### src/rtl/adf_pkg.sv
package adf_pkg;

    localparam int NUM_SLOTS   = 6;
    localparam int ADDR_BYTES  = 6;
    localparam int SHORT_BYTES = 2;
    localparam int BYTE_W      = 8;
    localparam int PAGE_W      = 3;
    localparam int SUB_W       = 3;
    localparam int REG_AW      = PAGE_W + SUB_W;
    localparam int IDX_W       = $clog2(ADDR_BYTES);

    localparam logic [PAGE_W-1:0] CTRL_PAGE = PAGE_W'(NUM_SLOTS);
    localparam logic [SUB_W-1:0]  SUB_EN    = SUB_W'(0);
    localparam logic [SUB_W-1:0]  SUB_MODE  = SUB_W'(1);

    typedef enum logic [1:0] {
        MODE_SPECIFIC = 2'd0,
        MODE_BCAST    = 2'd1,
        MODE_MCAST    = 2'd2,
        MODE_ALL      = 2'd3
    } match_mode_e;

    typedef struct packed {
        logic                 short_addr;
        match_mode_e          mode;
        logic [NUM_SLOTS-1:0] slot_en;
    } filt_cfg_t;

    typedef logic [ADDR_BYTES-1:0][BYTE_W-1:0] mac_addr_t;

    localparam filt_cfg_t CFG_RESET = '{
        short_addr: 1'b0,
        mode:       MODE_BCAST,
        slot_en:    NUM_SLOTS'(1)
    };

    // Nested acceptance: each wider mode keeps everything the narrower one takes.
    function automatic logic accept_fn(match_mode_e m, logic slot_hit,
                                       logic bcast, logic mcast);
        case (m)
            MODE_SPECIFIC: accept_fn = slot_hit;
            MODE_BCAST:    accept_fn = slot_hit | bcast;
            MODE_MCAST:    accept_fn = slot_hit | bcast | mcast;
            default:       accept_fn = 1'b1;
        endcase
    endfunction

endpackage

### src/rtl/adf_regs.sv
module adf_regs
    import adf_pkg::*;
(
    input  logic                              clk,
    input  logic                              rst,
    input  logic                              wr_en,
    input  logic [REG_AW-1:0]                 wr_addr,
    input  logic [BYTE_W-1:0]                 wr_data,
    output filt_cfg_t                         cfg,
    output logic [NUM_SLOTS-1:0][ADDR_BYTES-1:0][BYTE_W-1:0] stn
);
    logic [PAGE_W-1:0] page;
    logic [SUB_W-1:0]  sub;

    assign page = wr_addr[REG_AW-1:SUB_W];
    assign sub  = wr_addr[SUB_W-1:0];

    always_ff @(posedge clk) begin
        if (rst) begin
            cfg <= CFG_RESET;
            stn <= '0;
        end else if (wr_en) begin
            if (page == CTRL_PAGE) begin
                if (sub == SUB_EN)
                    cfg.slot_en <= wr_data[NUM_SLOTS-1:0];
                if (sub == SUB_MODE) begin
                    cfg.mode       <= match_mode_e'(wr_data[1:0]);
                    cfg.short_addr <= wr_data[2];
                end
            end
            for (int s = 0; s < NUM_SLOTS; s++)
                for (int b = 0; b < ADDR_BYTES; b++)
                    if (page == PAGE_W'(s) && sub == SUB_W'(b))
                        stn[s][b] <= wr_data;
        end
    end

    a_r7_reset_defaults: assert property (@(posedge clk) disable iff (rst)
        $past(rst) |-> (cfg == CFG_RESET && stn == '0));

    a_r2_enable_write: assert property (@(posedge clk) disable iff (rst)
        (wr_en && page == CTRL_PAGE && sub == SUB_EN)
        |=> cfg.slot_en == $past(wr_data[NUM_SLOTS-1:0]));

endmodule

### src/rtl/adf_seq.sv
module adf_seq
    import adf_pkg::*;
(
    input  logic             clk,
    input  logic             rst,
    input  logic             rx_vld,
    input  logic             rx_first,
    input  logic             rx_end,
    input  logic             short_addr,
    output logic             take,
    output logic             first_take,
    output logic [IDX_W-1:0] idx,
    output logic             last,
    output logic             early
);
    logic             busy;
    logic [IDX_W-1:0] cnt;
    logic [IDX_W-1:0] last_idx;

    assign last_idx   = short_addr ? IDX_W'(SHORT_BYTES - 1) : IDX_W'(ADDR_BYTES - 1);
    assign first_take = rx_vld & rx_first;
    assign take       = rx_vld & (rx_first | busy);
    assign idx        = first_take ? '0 : cnt;
    assign last       = take & (idx == last_idx);
    assign early      = rx_end & (busy | take) & ~last;

    always_ff @(posedge clk) begin
        if (rst) begin
            busy <= 1'b0;
            cnt  <= '0;
        end else if (last || early) begin
            busy <= 1'b0;
            cnt  <= '0;
        end else if (take) begin
            busy <= 1'b1;
            cnt  <= idx + IDX_W'(1);
        end
    end

    a_r10_end_clears: assert property (@(posedge clk) disable iff (rst)
        (rx_end && busy) |=> !busy);

    a_r11_restart: assert property (@(posedge clk) disable iff (rst)
        (first_take && !last && !rx_end) |=> (busy && cnt == IDX_W'(1)));

    a_r9_idle_ignores: assert property (@(posedge clk) disable iff (rst)
        (!busy && !rx_first) |-> !take);

endmodule

### src/rtl/adf_slot_cmp.sv
module adf_slot_cmp
    import adf_pkg::*;
(
    input  logic              clk,
    input  logic              rst,
    input  logic              take,
    input  logic              first_take,
    input  logic [IDX_W-1:0]  idx,
    input  logic [BYTE_W-1:0] data,
    input  mac_addr_t         ref_addr,
    output logic              hit_now
);
    logic run;
    logic eq;

    assign eq      = (data == ref_addr[idx]);
    assign hit_now = eq & (first_take | run);

    always_ff @(posedge clk) begin
        if (rst)       run <= 1'b0;
        else if (take) run <= hit_now;
    end

    a_r1_miss_sticks: assert property (@(posedge clk) disable iff (rst)
        (take && !first_take && !run) |-> !hit_now);

endmodule

### src/rtl/dest_addr_filter.sv
module dest_addr_filter
    import adf_pkg::*;
(
    input  logic              clk,
    input  logic              rst,
    input  logic              reg_wr,
    input  logic [REG_AW-1:0] reg_addr,
    input  logic [BYTE_W-1:0] reg_wdata,
    input  logic              rx_vld,
    input  logic              rx_first,
    input  logic [BYTE_W-1:0] rx_data,
    input  logic              rx_end,
    output logic              dec_vld,
    output logic              dec_accept
);
    filt_cfg_t cfg;
    logic [NUM_SLOTS-1:0][ADDR_BYTES-1:0][BYTE_W-1:0] stn;

    logic             take, first_take, last, early;
    logic [IDX_W-1:0] idx;
    logic [NUM_SLOTS:0] hit_now;   // top entry is the broadcast comparator
    logic             mc_q, mcast_now, any_hit, bcast_now;

    adf_regs u_regs (
        .clk     (clk),
        .rst     (rst),
        .wr_en   (reg_wr),
        .wr_addr (reg_addr),
        .wr_data (reg_wdata),
        .cfg     (cfg),
        .stn     (stn)
    );

    adf_seq u_seq (
        .clk        (clk),
        .rst        (rst),
        .rx_vld     (rx_vld),
        .rx_first   (rx_first),
        .rx_end     (rx_end),
        .short_addr (cfg.short_addr),
        .take       (take),
        .first_take (first_take),
        .idx        (idx),
        .last       (last),
        .early      (early)
    );

    for (genvar g = 0; g <= NUM_SLOTS; g++) begin : g_cmp
        mac_addr_t ref_addr;
        if (g == NUM_SLOTS) begin : g_bc
            assign ref_addr = '1;
        end else begin : g_slot
            assign ref_addr = stn[g];
        end
        adf_slot_cmp u_cmp (
            .clk        (clk),
            .rst        (rst),
            .take       (take),
            .first_take (first_take),
            .idx        (idx),
            .data       (rx_data),
            .ref_addr   (ref_addr),
            .hit_now    (hit_now[g])
        );
    end

    assign any_hit   = |(hit_now[NUM_SLOTS-1:0] & cfg.slot_en);
    assign bcast_now = hit_now[NUM_SLOTS];
    assign mcast_now = first_take ? rx_data[0] : mc_q;

    always_ff @(posedge clk) begin
        if (rst) begin
            mc_q       <= 1'b0;
            dec_vld    <= 1'b0;
            dec_accept <= 1'b0;
        end else begin
            if (first_take) mc_q <= rx_data[0];
            dec_vld    <= last | early;
            dec_accept <= last & accept_fn(cfg.mode, any_hit, bcast_now, mcast_now);
        end
    end

    a_r9_single_pulse: assert property (@(posedge clk) disable iff (rst)
        dec_vld |=> !dec_vld);

    a_r6_promisc: assert property (@(posedge clk) disable iff (rst)
        (dec_vld && $past(last) && $past(cfg.mode) == MODE_ALL) |-> dec_accept);

    a_r10_early_reject: assert property (@(posedge clk) disable iff (rst)
        (dec_vld && !$past(last)) |-> !dec_accept);

    a_r2_none_enabled: assert property (@(posedge clk) disable iff (rst)
        (dec_vld && $past(cfg.slot_en) == '0 && $past(cfg.mode) == MODE_SPECIFIC)
        |-> !dec_accept);

    a_r9_accept_needs_strobe: assert property (@(posedge clk) disable iff (rst)
        dec_accept |-> dec_vld);

endmodule

### config.mk
export PLATFORM = sky130hd
export DESIGN_NAME = dest_addr_filter
export DESIGN_NICKNAME = d
export VERILOG_FILES = /design/src/rtl/adf_pkg.sv /design/src/rtl/adf_regs.sv /design/src/rtl/adf_seq.sv /design/src/rtl/adf_slot_cmp.sv /design/src/rtl/dest_addr_filter.sv
export SDC_FILE = /design/constraint.sdc
export NUM_CORES = 1
export LEC_CHECK = 0
export BUFFER_PORTS_ARGS = -buffer_cell sky130_fd_sc_hd__buf_2
export CORE_ASPECT_RATIO = 1.1
export CORE_UTILIZATION = 45
export CTS_BUF_LIST = sky130_fd_sc_hd__clkbuf_2
export DETAILED_ROUTE_END_ITERATION = 12
export GPL_TIMING_DRIVEN = 0
export PLACE_DENSITY_LB_ADDON = 0.05
export SLEW_MARGIN = 20
export SYNTH_ARGS = -nofsm -noshare
export SYNTH_HDL_FRONTEND = slang
export SYNTH_SLANG_ARGS = --single-unit
### constraint.sdc
create_clock -name clk -period 2.7 [get_ports clk]
set_clock_uncertainty 0.1 [all_clocks]
set_input_delay 0.135 -clock clk [delete_from_list [all_inputs] [get_ports clk]]
set_output_delay 0.135 -clock clk [all_outputs]
set_load 0.02 [all_outputs]
After elaboration in Yosys (flattened, before gate mapping)
Memory sizes are Yosys's and may differ from the RTL's.
Cells that the tools add are included.
- bits in read-only memories: 64
- output and inout bits: 2
- bits in registers: 311
- logic and storage cells: 200
- memories kept: 1
- input bits: 28
- memory list (memory ; depth ; width ; read ports ; clocked after Yosys merged registers in ; wr ports ; RTL line ; RTL):
    (no name shown) ; 8 ; 8 ; 1 ; 0 ; 0 ; adf_slot_cmp.sv:16 ; assign eq = (data == ref_addr[idx]);
- add/sub/neg operators: 1
- $lt $le $gt $ge: 1
- bitwise logic cells: 27
- eq/ne operators: 21
- mux-type cells: 18
- reductions and logical operators: 80
- operators by type and width (kind ; count):
    $bmux 8 s3 ; 6
    $reduce_and 2->1 ; 36
    $eq 8x8->1 ; 7
    $mux 8 ; 7
    $logic_and 1x1->1 ; 36
    $eq 3x3->1 const B ; 5
    $and 1x1->1 ; 13
    $eq 3x2->1 const B ; 4
    $or 1x1->1 ; 12
    $and 6x6->6 ; 1
    $eq 3x1->1 const B ; 2
    $logic_not 3->1 ; 2
    $mux 3 ; 2
    $reduce_and 3->1 ; 2
    $reduce_or 6->1 ; 1
    $lt 3x4->1 const B ; 1
    $add 3x1->3 const B ; 1
    $eq 3x3->1 ; 1
    $pmux 1 s3 ; 1
    $eq 2x1->1 const B ; 1
    $eq 2x2->1 const B ; 1
    $logic_not 2->1 ; 1
    $mux 1 ; 2
    $reduce_or 2->1 ; 1
    other kinds (2) ; 2

Longest topological paths before layout
- depth in word-level cells: 13
- depth in mapped cells: 12
- depth with buffers taken out: 9

Cells and area by module
Synthesis repeated with hierarchy kept, for this count alone.
- cell total of the unflattened synthesis: 1587
- area total of the unflattened synthesis: 16432.0 um^2
- modules (own cells, without submodules) (module ; area an instance (um^2) ; cells an instance ; times used ; seq. area each (um^2)):
    adf_regs ; 11581.1 ; 1038 ; 1 ; 5945.7
    adf_slot_cmp ; 626.9 ; 71 ; 7 ; 20.0
    adf_seq ; 310.3 ; 37 ; 1 ; 80.1
    dest_addr_filter ; 152.6 ; 15 ; 1 ; 60.1

Least setup slack after synthesis
OpenSTA, ideal clock, no wires.
- path kind: reg-to-reg
- start point: register u_seq.cnt[0]
- end point: register dec_accept
- stages on the path, launching flop included: 13
- path slack: 0.260 ns
- setup time: 0.091 ns
- required time: 2.509 ns
- clock period less this slack: 2.440 ns
- data arrival time: 2.249 ns
- cells stage by stage: dfxtp_1 > buf_6 > a21bo_1 > buf_4 > inv_4 > buf_4 > a2bb2oi_1 > a2bb2oi_1 > mux2i_1 > nand4_1 > nor4_1 > a22oi_1 > a311oi_1
- cells in the longest elaborated chain, start to end: 12
- RTL lines (element ; RTL line ; RTL):
    start: declaration ; adf_seq.sv:17 ; logic [IDX_W-1:0] cnt;
    start signal: assignment ; adf_seq.sv:36 ; cnt <= idx + IDX_W'(1);
    $mux 3 (*) ; adf_seq.sv:23 ; assign idx = first_take ? '0 : cnt;
    $bmux 8 s3 ; adf_slot_cmp.sv:16 ;
    $mux 8 (implied by the code) ; adf_slot_cmp.sv:16 ;
    $eq 8x8->1 ; adf_slot_cmp.sv:16 ;
    $and 1x1->1 ; adf_slot_cmp.sv:17 ; assign hit_now = eq & (first_take | run);
    $and 6x6->6 ; dest_addr_filter.sv:67 ; assign any_hit = |(hit_now[NUM_SLOTS-1:0] & cfg.slot_en);
    $reduce_or 6->1 ; dest_addr_filter.sv:67 ;
    $or 1x1->1 ; adf_pkg.sv:42, adf_pkg.sv:43 ;
    $or 1x1->1 ; adf_pkg.sv:43 ; MODE_MCAST: accept_fn = slot_hit | bcast | mcast;
    $pmux 1 s3 ; adf_pkg.sv:40 ; case (m)
    $mux 1 ; dest_addr_filter.sv:72 ; if (rst) begin
    $and 1x1->1 (*) ; dest_addr_filter.sv:79 ; dec_accept <= last & accept_fn(cfg.mode, any_hit, bcast_now, mcast_now);
    end signal: assignment ; dest_addr_filter.sv:79 ;
    end: declaration ; dest_addr_filter.sv:14 ; output logic dec_accept
Every way passes the cells marked *; elsewhere a longest branch is shown, timed or not. The select of a mux whose other input is x is not followed.
A chain may end at the register's enable or synchronous reset.

Worst setup path in the final report
- start point: register u_seq.cnt[1]
- end point: register dec_accept
The elaborated chain is that of the path after synthesis.

==> metrics.md <==
| Metric | Value |
|---|---|
| Outcome | `finished, violations left` |
| Violations in the final reports | `setup timing` |
| Number of antenna violations at the first check in global routing | `3` |
| Static leakage power | `a little under 0.006 uW` |
| Clock buffer count from CTS | `80` |
| Sequential area share after synthesis | `a little over two fifths` |
| Post-synth ARST share | `0%` |
| Setup ws final | `-276.9 ps` |
| Kind of end point of the critical path | `flop` |
| First-pass iteration count of the detailed router | `5` |
| Achievable Freq | `335.9 MHz` |
| Area occupied by multi-input gates | `0.008112 mm^2` |
| Setup repair after global routing missed its margin | `yes` |
| Synth Cell Area | `roughly 0.015 mm^2` |
| Critical path startpoint category | `flop` |
| Sink count of the clock tree | `about 310` |
| Setup TNS Final | `-366.2 ps` |
| Average vias per placed instance | `a little over 6` |
| Crit path time final | `2977 ps` |
| Post-synthesis simple-gate area fraction | `around a fifth` |
| Fin crit share | `110.3%` |
| Most common library cells after synthesis | `sky130_fd_sc_hd__dfxtp_1, sky130_fd_sc_hd__nand2_1, sky130_fd_sc_hd__a21oi_1, sky130_fd_sc_hd__nand3_1, sky130_fd_sc_hd__mux2i_1` |
| Average detailed-routed wire length per instance | `26.02 um` |
| Hold Path Class | `in2reg` |
| Number of vias after detailed routing | `around 15,000` |
| WP buf/inv | `4` |
| Required time of the critical path | `3480 ps` |
| Adder and majority gate portion of the synthesized area | `less than 1%` |
| Most repeated cell in the gate-level netlist after synthesis | `sky130_fd_sc_hd__dfxtp_1` |
| Synthesized flop and latch total | `between 300 and 400` |
| Critical-path cell list | `buf_6 -> buf_8 -> buf_8 -> buf_6 -> a21oi_1 -> o32ai_4 -> xor2_1 -> o211ai_1 -> nor4_4 -> nand2_1 -> a311oi_2` |
| Slew of the pin with the lowest slew margin | `1224 ps` |
| Clock tree from TritonCTS | `built` |
| Rel. slew slack | `a little under a fifth` |
| Count of flip-flops with a built-in enable after synthesis | `0` |
| Die area | `0.03348 mm^2` |
| VDD IR-drop max | `approximately 0.00030 V` |
| Clock input transition at the sequential cells of the worst setup and hold paths | `110 ps` |
| Number of buffers on the longest clock path | `3` |
| Detailed Route WL | `62,890 um` |
| Synthesized netlist cell count | `around 1,800` |
| Number of hold-slack violations in the final timing report | `0` |
| Switching pwr | `2909 uW` |
| Placement row count | `69` |
| Max stage delay on crit path | `around 400 ps` |
| Number of fill cells in the layout | `around 3,200` |
| Power density relative to cell area | `about 540 mW/mm^2` |
| Pin count of the biggest net entering global routing | `12` |
| Internal Pwr Total | `around 6600 uW` |
| Count of buffers inserted at the top-level ports | `10` |
| Leading register cell type out of synthesis | `sky130_fd_sc_hd__dfxtp_1` |
| Number of levels the H-tree was split into | `3` |
| Initial core utilization | `between 40 and 50%` |
| Finish-stage setup viols | `2` |
| Cell type with the highest aggregate area in the netlist | `sky130_fd_sc_hd__dfxtp_1` |
| Startpoint of the worst register-to-register path | `u_seq.cnt[1]` |
| Proportion of layout cells with a drive suffix above 1 | `~15%` |
| Dominant cells by area after synthesis | `sky130_fd_sc_hd__dfxtp_1, sky130_fd_sc_hd__mux2i_1, sky130_fd_sc_hd__a21oi_1` |
| Combinational family with the most area after synthesis | `simple AND/OR/NAND/NOR gates` |
| Synth top area share | `42.24%` |
| Residual overflow from global routing | `0` |
| Yosys warning total | `0` |
| Xor and xnor area share after synthesis | `under 10%` |
| Part of the total power dissipated in sequential elements | `48.6%` |
| Classification of the worst setup path | `reg2reg` |
| Core region area | `~0.032 mm^2` |
| Root buffer cell | `sky130_fd_sc_hd__clkbuf_2` |
| Antenna-violating nets left | `0` |
| Iter 0 DRT Violations | `1,862` |
| Max-cap check violation count | `0` |
| Max Slew Vio Count | `0` |
| Overall fraction of global-route tracks in use | `37.28%` |
| Compound-cell area share of the yosys netlist | `about 16%` |
| Slowest stage cell, crit path | `sky130_fd_sc_hd__dfxtp_2` |
| Sequential cell area in the final layout | `roughly 0.0062 mm^2` |
| Via count of the first global-routing pass | `14,000` |
| Number of placed I/O pins | `30` |
| Hold path startpoint | `rx_vld` |
| Portion of total power attributed to the clock network | `roughly 38%` |
| Distinct cell type count after synthesis | `60` |
| Switching fraction of total power | `between 30% and 40%` |
| Y dimension of the die | `roughly 190 um` |
| Cell class contributing the biggest share of worst-path delay | `buffers and inverters` |
| Source-to-sink clock delay at the later pin of the worst-skew pair | `approximately 1000 ps` |
| Final weighted congestion of routability-driven global placement | `0.9706` |
| Worst EP arrival | `3760 ps` |
| Sum of net half-perimeters after detailed placement | `between 40,000 and 50,000 um` |
| Layout Area Growth over Synthesis | `18.88%` |
| Number of nets in the final layout | `between 1,500 and 2,000` |
| First-pass GRT wire length | `90,740 um` |
| Synthesized netlist net count | `1,802` |
| CP Launch Point | `u_seq.cnt[1]` |
| Maximum fanout along the worst path | `10` |
| Avg Inst Size Synth | `a little over 8 um^2` |
| Number of design rule violations left after detail routing | `0` |
| Die extent in x | `between 150 and 200 um` |
| Share of synthesized area spent on multiplexers | `13.75%` |
| Part of the total power dissipated in combinational logic | `between 10 and 15%` |
| Overall power consumption | `between 9000 and 10,000 uW` |
==> area by class of cell <==
cell class	instances	share of cell area, %
Timing Repair Buffer	84	4.792
Inverter	5	0.2000
Clock buffer	122	3.485
Clock inverter	11	0.8427
Multi-Input combinational cell	1287	46.30
Buffer	169	5.727
Tap cell	426	3.042
Timing Repair inverter	1	0.04999
Antenna cell	1	0.01428
Sequential cell	311	35.55
==> cells by family (layout without fill, tap and decap cells) <==
| kind of cell | after synthesis | count (layout) |
|---|---|---|
| buffers and inverters | 174 | 392 |
| adder cells (fa/ha/maj) | 2 | 2 |
| XOR/XNOR | 40 | 40 |
| other | 0 | 1 |
| multiplexers | 200 | 200 |
| flip-flops | 311 | 311 |
| AO/OA/AOI/OAI | 378 | 378 |
| AND/OR/NAND/NOR | 667 | 667 |
==> power groups by stage <==
stage | Clock [uW] | Combinational [uW] | Sequential, uW
global placement | 0 | 993 | 4720
detailed placement | 0 | 998 | 4730
finish | 3610 | 1280 | 4620
floorplan | 0 | 608 | 4720
CTS | 3630 | 1220 | 4620
global route | 3860 | 1300 | 4630
==> what timing repair did <==
item | CTS | global route
gates cloned | 4 | 0
hold buffers | 39 | 0
resized for setup | 127 | 10
buffers inserted | 26 | 3
endpoints found under the setup margin | 6 | 3
hold endpoints to repair | 252 | 0
pin swaps | 13 | 9
==> tightest hold or removal path, delay by kind of cell <==
family	cells	cell delay, ps
buf+inv	3	600
compound gates	2	300
simple gates	1	180
==> layer usage <==
layer	share of wire (%)	vias to the layer above	wire [um]	global-route usage (%)
met5	0	-	0	0
met4	6.5	0	4104	24.52
met3	9.8	221	6171	8.511
met2	44	863	27610	57.97
met1	40	7073	25010	46.36
li1	-	6623	-	-
==> path summary, 6_finish.rpt <==
path | end | slack (ps) | cells after the start
worst max-delay path | dec_accept | -280 | 11
worst min-delay path | dec_accept | 170 | 6
worst max register to register | dec_accept | -280 | 11
worst min register to register | u_regs.stn[22] | 360 | 2
==> sequential cells by signal (all words and copies together), names as in the netlist <==
| name | cells |
|---|---|
| dec_vld | 1 |
| u_regs.cfg | 9 |
| u_regs.stn | 288 |
| u_seq.cnt | 3 |
| u_seq.busy | 1 |
| dec_accept | 1 |
| g_cmp.u_cmp.run | 7 |
| mc_q | 1 |
==> per-stage QoR <==
stage	cells	instance area, um^2	utilization (%)	hold WS [ps]	worst slack (ps)
floorplan	1772	14740	-	232.4	260.4
global placement	2208	15320	47.45	339.2	-1141
detailed placement	2211	15380	47.62	346.3	-1075
CTS	2413	17440	54.01	70.74	-140.3
global route	2417	17520	54.26	174.9	-288.0
finish	2417	17520	54.26	169.0	-276.9
==> cells in the final DEF, fill, tap and decap left out, types with 5 or more instances in the layout <==
cell type / n
sky130_fd_sc_hd__a2bb2oi_1: 25
sky130_fd_sc_hd__buf_4: 39
sky130_fd_sc_hd__mux2i_2: 6
sky130_fd_sc_hd__o32ai_1: 13
sky130_fd_sc_hd__buf_6: 12
sky130_fd_sc_hd__o221ai_1: 15
sky130_fd_sc_hd__buf_2: 14
sky130_fd_sc_hd__a21oi_1: 217
sky130_fd_sc_hd__nor3b_1: 12
sky130_fd_sc_hd__o211ai_1: 8
sky130_fd_sc_hd__mux2i_1: 166
sky130_fd_sc_hd__nand2_1: 242
sky130_fd_sc_hd__or3_1: 6
sky130_fd_sc_hd__nand3b_1: 5
sky130_fd_sc_hd__dlygate4sd3_1: 39
sky130_fd_sc_hd__mux2_2: 19
sky130_fd_sc_hd__mux2i_4: 8
sky130_fd_sc_hd__nor3_1: 12
sky130_fd_sc_hd__o22a_1: 7
sky130_fd_sc_hd__nand3_1: 204
sky130_fd_sc_hd__buf_1: 9
sky130_fd_sc_hd__o21ai_0: 14
sky130_fd_sc_hd__xor2_1: 17
sky130_fd_sc_hd__o22ai_1: 24
sky130_fd_sc_hd__nand2b_1: 10
sky130_fd_sc_hd__xnor2_1: 23
sky130_fd_sc_hd__nor2_1: 136
sky130_fd_sc_hd__buf_12: 13
sky130_fd_sc_hd__clkbuf_1: 114
sky130_fd_sc_hd__o31ai_1: 5
sky130_fd_sc_hd__clkbuf_2: 126
sky130_fd_sc_hd__dfxtp_1: 309
sky130_fd_sc_hd__nand4_1: 9
Power figures use the tool's default switching activity.
